==> src/rtl/uart_regs_pkg.sv <==
package uart_regs_pkg;
  localparam int ADDR_W = 6;
  localparam int DATA_W = 8;

  localparam logic [ADDR_W-1:0] OFF_MODE   = 6'h00;
  localparam logic [ADDR_W-1:0] OFF_STAT   = 6'h04;
  localparam logic [ADDR_W-1:0] OFF_CMD    = 6'h08;
  localparam logic [ADDR_W-1:0] OFF_DATA   = 6'h0C;
  localparam logic [ADDR_W-1:0] OFF_IRQ    = 6'h14;
  localparam logic [ADDR_W-1:0] OFF_DIV_HI = 6'h18;
  localparam logic [ADDR_W-1:0] OFF_DIV_LO = 6'h1C;

  typedef enum logic [2:0] {
    MISC_NOP     = 3'd0,
    MISC_PTR_RST = 3'd1,
    MISC_RX_RST  = 3'd2,
    MISC_TX_RST  = 3'd3,
    MISC_ERR_RST = 3'd4,
    MISC_BRK_CLR = 3'd5,
    MISC_BRK_ON  = 3'd6,
    MISC_BRK_OFF = 3'd7
  } misc_e;

  typedef enum logic [1:0] {
    CH_NOP  = 2'd0,
    CH_ON   = 2'd1,
    CH_OFF  = 2'd2,
    CH_RSVD = 2'd3
  } chan_e;

  typedef struct packed {
    logic  spare;
    misc_e misc;
    chan_e tx;
    chan_e rx;
  } cmd_t;
endpackage

==> src/rtl/uart_cmd_dec.sv <==
module uart_cmd_dec
  import uart_regs_pkg::*;
(
  input  logic              cmd_wr_i,
  input  logic [DATA_W-1:0] cmd_i,
  output logic              ptr_rst_o,
  output logic              rx_rst_o,
  output logic              tx_rst_o,
  output logic              brk_clr_o,
  output logic              rx_on_o,
  output logic              rx_off_o,
  output logic              tx_on_o,
  output logic              tx_off_o
);
  cmd_t cmd;
  assign cmd = cmd_t'(cmd_i);

  always_comb begin
    ptr_rst_o = 1'b0;
    rx_rst_o  = 1'b0;
    tx_rst_o  = 1'b0;
    brk_clr_o = 1'b0;
    if (cmd_wr_i) begin
      case (cmd.misc)
        MISC_PTR_RST: ptr_rst_o = 1'b1;
        MISC_RX_RST:  rx_rst_o  = 1'b1;
        MISC_TX_RST:  tx_rst_o  = 1'b1;
        MISC_BRK_CLR: brk_clr_o = 1'b1;
        default: ;
      endcase
    end
  end

  assign rx_on_o  = cmd_wr_i && (cmd.rx == CH_ON);
  assign rx_off_o = cmd_wr_i && (cmd.rx == CH_OFF);
  assign tx_on_o  = cmd_wr_i && (cmd.tx == CH_ON);
  assign tx_off_o = cmd_wr_i && (cmd.tx == CH_OFF);
endmodule

==> src/rtl/uart_tx_hold.sv <==
module uart_tx_hold
  import uart_regs_pkg::*;
(
  input  logic              clk_i,
  input  logic              rst_ni,
  input  logic              tb_wr_i,
  input  logic [DATA_W-1:0] tb_data_i,
  input  logic              tx_rst_i,
  input  logic              tx_on_i,
  input  logic              tx_off_i,
  output logic              tx_en_o,
  output logic              tx_empty_o,
  output logic              tx_valid_o,
  output logic [DATA_W-1:0] tx_data_o
);
  logic              en_q, empty_q;
  logic [DATA_W-1:0] tb_q;

  assign tx_valid_o = en_q && !empty_q;
  assign tx_data_o  = tb_q;
  assign tx_en_o    = en_q;
  assign tx_empty_o = empty_q;

  always_ff @(posedge clk_i or negedge rst_ni) begin
    if (!rst_ni) begin
      en_q    <= 1'b0;
      empty_q <= 1'b1;
      tb_q    <= '0;
    end else begin
      // reset first, field enable overrides
      if (tx_rst_i) en_q <= 1'b0;
      if (tx_on_i) en_q <= 1'b1;
      else if (tx_off_i) en_q <= 1'b0;
      if (tx_valid_o || tx_rst_i) empty_q <= 1'b1;
      if (tb_wr_i) begin
        empty_q <= 1'b0;
        tb_q    <= tb_data_i;
      end
    end
  end


  handoff_once_chk: assert property (@(posedge clk_i) disable iff (!rst_ni)
    tx_valid_o && !tb_wr_i |=> !tx_valid_o);

  tx_off_chk: assert property (@(posedge clk_i) disable iff (!rst_ni)
    tx_off_i |=> !tx_en_o);

  tx_rst_chk: assert property (@(posedge clk_i) disable iff (!rst_ni)
    tx_rst_i && !tx_on_i |=> tx_empty_o && !tx_en_o);
endmodule

==> src/rtl/uart_irq_ctl.sv <==
module uart_irq_ctl
  import uart_regs_pkg::*;
(
  input  logic              clk_i,
  input  logic              rst_ni,
  input  logic              brk_evt_i,
  input  logic              brk_clr_i,
  input  logic              tx_rdy_i,
  input  logic              rx_rdy_i,
  input  logic              rx_full_i,
  input  logic              rx_sel_full_i,
  input  logic [DATA_W-1:0] imr_i,
  output logic [DATA_W-1:0] isr_o,
  output logic              irq_o
);
  logic brk_q;

  always_ff @(posedge clk_i or negedge rst_ni) begin
    if (!rst_ni)        brk_q <= 1'b0;
    else if (brk_evt_i) brk_q <= 1'b1;
    else if (brk_clr_i) brk_q <= 1'b0;
  end

  always_comb begin
    isr_o    = '0;
    isr_o[0] = tx_rdy_i;
    isr_o[1] = rx_sel_full_i ? rx_full_i : rx_rdy_i;
    isr_o[2] = brk_q;
  end

  assign irq_o = |(isr_o & imr_i);


  brk_set_chk: assert property (@(posedge clk_i) disable iff (!rst_ni)
    brk_evt_i |=> isr_o[2]);

  brk_clr_chk: assert property (@(posedge clk_i) disable iff (!rst_ni)
    brk_clr_i && !brk_evt_i |=> !isr_o[2]);

  irq_masked_chk: assert property (@(posedge clk_i) disable iff (!rst_ni)
    imr_i == '0 |-> !irq_o);
endmodule

==> src/rtl/uart_regs.sv <==
module uart_regs
  import uart_regs_pkg::*;
#(
  parameter int NUM_MODE = 2
) (
  input  logic                clk_i,
  input  logic                rst_ni,
  input  logic [ADDR_W-1:0]   addr_i,
  input  logic                wr_i,
  input  logic                rd_i,
  input  logic [DATA_W-1:0]   wdata_i,
  output logic [DATA_W-1:0]   rdata_o,
  output logic                irq_o,
  output logic                tx_valid_o,
  output logic [DATA_W-1:0]   tx_data_o,
  input  logic [DATA_W-1:0]   rx_data_i,
  input  logic                rx_ready_i,
  input  logic                rx_full_i,
  input  logic [3:0]          rx_err_i,
  output logic                rx_pop_o,
  output logic                rx_flush_o,
  output logic                rx_en_o,
  input  logic                brk_evt_i,
  input  logic [2*DATA_W-1:0] baud_div_i
);
  localparam int PTR_W = (NUM_MODE > 1) ? $clog2(NUM_MODE) : 1;
  localparam logic [PTR_W-1:0] PTR_LAST = PTR_W'(NUM_MODE - 1);

  logic wr_mode, wr_cmd, wr_data, wr_imr;
  logic ptr_rst, rx_rst, tx_rst, brk_clr, rx_on, rx_off, tx_on, tx_off;
  logic tx_en, tx_empty;
  logic [PTR_W-1:0]  ptr_q;
  logic [DATA_W-1:0] mr_q [NUM_MODE];
  logic [DATA_W-1:0] imr_q, sr, isr;
  logic              rx_en_q;

  assign wr_mode = wr_i && (addr_i == OFF_MODE);
  assign wr_cmd  = wr_i && (addr_i == OFF_CMD);
  assign wr_data = wr_i && (addr_i == OFF_DATA);
  assign wr_imr  = wr_i && (addr_i == OFF_IRQ);

  uart_cmd_dec i_cmd_dec (
    .cmd_wr_i (wr_cmd),
    .cmd_i    (wdata_i),
    .ptr_rst_o(ptr_rst),
    .rx_rst_o (rx_rst),
    .tx_rst_o (tx_rst),
    .brk_clr_o(brk_clr),
    .rx_on_o  (rx_on),
    .rx_off_o (rx_off),
    .tx_on_o  (tx_on),
    .tx_off_o (tx_off)
  );

  for (genvar g = 0; g < NUM_MODE; g++) begin : g_mode
    always_ff @(posedge clk_i or negedge rst_ni) begin
      if (!rst_ni) mr_q[g] <= '0;
      else if (wr_mode && ptr_q == PTR_W'(g)) mr_q[g] <= wdata_i;
    end
  end

  always_ff @(posedge clk_i or negedge rst_ni) begin
    if (!rst_ni) begin
      ptr_q   <= '0;
      imr_q   <= '0;
      rx_en_q <= 1'b0;
    end else begin
      if (wr_mode) ptr_q <= PTR_LAST;
      else if (ptr_rst) ptr_q <= '0;
      if (wr_imr) imr_q <= wdata_i;
      if (rx_rst) rx_en_q <= 1'b0;
      if (rx_on) rx_en_q <= 1'b1;
      else if (rx_off) rx_en_q <= 1'b0;
    end
  end

  uart_tx_hold i_tx_hold (
    .clk_i     (clk_i),
    .rst_ni    (rst_ni),
    .tb_wr_i   (wr_data),
    .tb_data_i (wdata_i),
    .tx_rst_i  (tx_rst),
    .tx_on_i   (tx_on),
    .tx_off_i  (tx_off),
    .tx_en_o   (tx_en),
    .tx_empty_o(tx_empty),
    .tx_valid_o(tx_valid_o),
    .tx_data_o (tx_data_o)
  );

  assign sr = {rx_err_i, tx_empty, tx_en, rx_full_i, rx_ready_i};

  uart_irq_ctl i_irq_ctl (
    .clk_i        (clk_i),
    .rst_ni       (rst_ni),
    .brk_evt_i    (brk_evt_i),
    .brk_clr_i    (brk_clr),
    .tx_rdy_i     (tx_en),
    .rx_rdy_i     (rx_ready_i),
    .rx_full_i    (rx_full_i),
    .rx_sel_full_i(mr_q[0][6]),
    .imr_i        (imr_q),
    .isr_o        (isr),
    .irq_o        (irq_o)
  );

  always_comb begin
    rdata_o = '0;
    if (rd_i) begin
      case (addr_i)
        OFF_MODE:   rdata_o = mr_q[ptr_q];
        OFF_STAT:   rdata_o = sr;
        OFF_DATA:   rdata_o = rx_data_i;
        OFF_IRQ:    rdata_o = isr;
        OFF_DIV_HI: rdata_o = baud_div_i[2*DATA_W-1:DATA_W];
        OFF_DIV_LO: rdata_o = baud_div_i[DATA_W-1:0];
        default:    rdata_o = '0;
      endcase
    end
  end

  assign rx_pop_o   = rd_i && (addr_i == OFF_DATA);
  assign rx_flush_o = rx_rst;
  assign rx_en_o    = rx_en_q;


  ptr_adv_chk: assert property (@(posedge clk_i) disable iff (!rst_ni)
    wr_mode |=> ptr_q == PTR_LAST);

  rx_off_chk: assert property (@(posedge clk_i) disable iff (!rst_ni)
    rx_off |=> !rx_en_o);

  rx_rst_chk: assert property (@(posedge clk_i) disable iff (!rst_ni)
    rx_flush_o && !rx_on |=> !rx_en_o);
endmodule

==> config.mk <==
export PLATFORM = sky130hd
export DESIGN_NAME = uart_regs
export DESIGN_NICKNAME = d
export VERILOG_FILES = /design/src/rtl/uart_regs_pkg.sv /design/src/rtl/uart_cmd_dec.sv /design/src/rtl/uart_tx_hold.sv /design/src/rtl/uart_irq_ctl.sv /design/src/rtl/uart_regs.sv
export SDC_FILE = /design/constraint.sdc
export NUM_CORES = 1
export LEC_CHECK = 0
export BUFFER_PORTS_ARGS = -buffer_cell sky130_fd_sc_hd__buf_2
export CAP_MARGIN = 20
export CORE_ASPECT_RATIO = 0.7
export CORE_MARGIN = 2
export CORE_UTILIZATION = 51
export CTS_CLUSTER_DIAMETER = 30
export DETAILED_ROUTE_END_ITERATION = 16
export PLACE_DENSITY_LB_ADDON = 0.12
export SKIP_LAST_GASP = 1
export SYNTH_ARGS = -nofsm -noshare
export SYNTH_HDL_FRONTEND = slang
export SYNTH_HIERARCHICAL = 1
export SYNTH_SLANG_ARGS = --single-unit
==> constraint.sdc <==
create_clock -name clk_i -period 2.65 [get_ports clk_i]
set_clock_uncertainty 0.15 [all_clocks]
set_input_delay 0.53 -clock clk_i [delete_from_list [all_inputs] [get_ports clk_i]]
set_output_delay 0.53 -clock clk_i [all_outputs]
set_load 0.03 [all_outputs]
==> metrics.txt <==
Design Area, Final 0.002531 mm²; Crit Path Max Fanout 3; Wirelength per Cell approximately 14 µm; synth warn 6; core area 0.003851 mm²; worst hold-check path type primary input to async pin; CP required 1.97 ns; Max VDD drop 520.9 µV; Period minus WS final 2.495 ns; drt total wl 4.334 mm; ANT cells 0; Slew Limit Fails 0; crit path DAT 1.82 ns; clock root cell clkbuf_8; gr ovfl total 0; die area 0.004469 mm²; post-synthesis area per instance 11.56 µm²; first-pass GRT wire length about 7.1 mm; RSZ-0062 raised after global routing false; GRT Util Overall 20.61%; top-level port count 70; CTS Buffer Depth 2; DRT Pass-1 Iters 4; Max-cap violations 0; final-report setup violation count 0; Sink Count 32; PD cells 529.5 mW/mm²; TritonCTS clock tree yes; run status finished clean; row cnt 19; crit path kind primary input to output port; largest net degree at the start of global routing 33; Fin Setup TNS 0 ns; Total Power Consumption 1340 µW; vias after detailed routing 1,588; vias in the first global route 1,502; max frequency 400.8 MHz; Max transition margin between 50 and 60%; later-pin clock latency in the skew report between 0.2 and 0.3 ns; Final Cycle Share a little over nine tenths; crit path launch type primary input; worst slew pin tran a little under 0.7 ns; Area Overhead vs Synth 25.89%; most common cell after layout, fill and taps aside buf_2; clock buffer count from CTS 5; 1st-iter DRT viols between 60 and 70; # H-tree levels 2; final routed DRC violation total 0; hold buffers post-CTS 0; dpl cells 292; # port buffers a little under 70; RD Place Congestion 0.7971; nets 296; non-filler instance count after layout 300; Synth Instances between 150 and 200; vias per cell 5.293; Starting Density 52.21%; dpl hpwl 3.337 mm; initial antenna violation count 0; synthesized area 0.002011 mm²; Lkg Pwr 0.001382 µW; die height around 57 µm; Post-CTS Setup Inserts 0; Area after DPL roughly 0.0024 mm²; Worst setup EP type output port; Die Width ~80 µm; layout cells sized above 1 55.65%; most frequent cells in the layout buf_2 (69), dfrtp_1 (31), mux2_2 (27), mux2i_1 (15), nor2_1 (12); R2R cell count 2; final hold violation count 0; Final ANT Viol Nets 0; CTS clock-pin slew for the worst setup and hold paths 0.07 ns
state kept, by name (all words and copies together), names as in the netlist:
name and cells:
imr_q 3, rx_en_o 1, mr_q 16, i_tx_hold/tx_data_o 8, i_tx_hold/tx_empty_o 1, i_irq_ctl/brk_q 1
i_tx_hold/tx_en_o 1, ptr_q 1
timing repair:
action | CTS | global route
endpoints found under the setup margin | 0 | 4
gates resized for setup | 0 | 1
endpoints found under the hold margin | 0 | 0
final timing paths:
kind | to | from | slack, ns
worst max register to register | mr_q[6] | ptr_q | 0.91
worst max-delay path | rdata_o[4] | addr_i[1] | 0.15
worst min register to register | rx_en_o | rx_en_o | 0.32
worst min-delay path | ptr_q | rst_ni | 0.14
min in group clk_i | i_irq_ctl/brk_q | brk_evt_i | 0.28
max in group asynchronous | i_tx_hold/tx_data_o[0] | rst_ni | 1.77
metal layers:
metal	GRT usage, %	part of all wire (%)
met1	29.23	50
met2	32.20	44
met3	5.466	5.1
met4	3.941	0.21
met5	0	0
layout make-up:
| cell class | count | area [µm²] |
|---|---|---|
| tap | 52 | 65.06 |
| timing repair buffer | 78 | 412.9 |
| clock buffer | 7 | 96.34 |
| fill | 324 | 1320 |
| inverter | 3 | 11.26 |
| clock inverter | 1 | 30.03 |
| sequential | 32 | 802.0 |
| multi-input combinational | 127 | 1114 |
critical path, stage by stage:
cell      delay, ns
buf_2          0.12
or4b_1         0.55
nor2_1         0.16
o21ai_0        0.10
a21boi_1       0.14
buf_2          0.21
report_power, final:
group / switching [µW] / internal [µW]
combinational: 135 / 127
clock: 179 / 332
sequential: 29.6 / 538
total: 344 / 997
stage by stage:
step	util, %	worst slack [ns]	hold slack, ns
5_1_grt	65.72	0.04323	0.1997
6_report	65.72	0.1550	0.1371
2_1_floorplan	-	0.04603	0.08441
3_3_place_gp	62.38	0.1274	0.3085
4_1_cts	65.66	0.09673	0.1691
3_5_place_dp	62.38	0.1033	0.3099
Power figures use the tool's default switching activity.
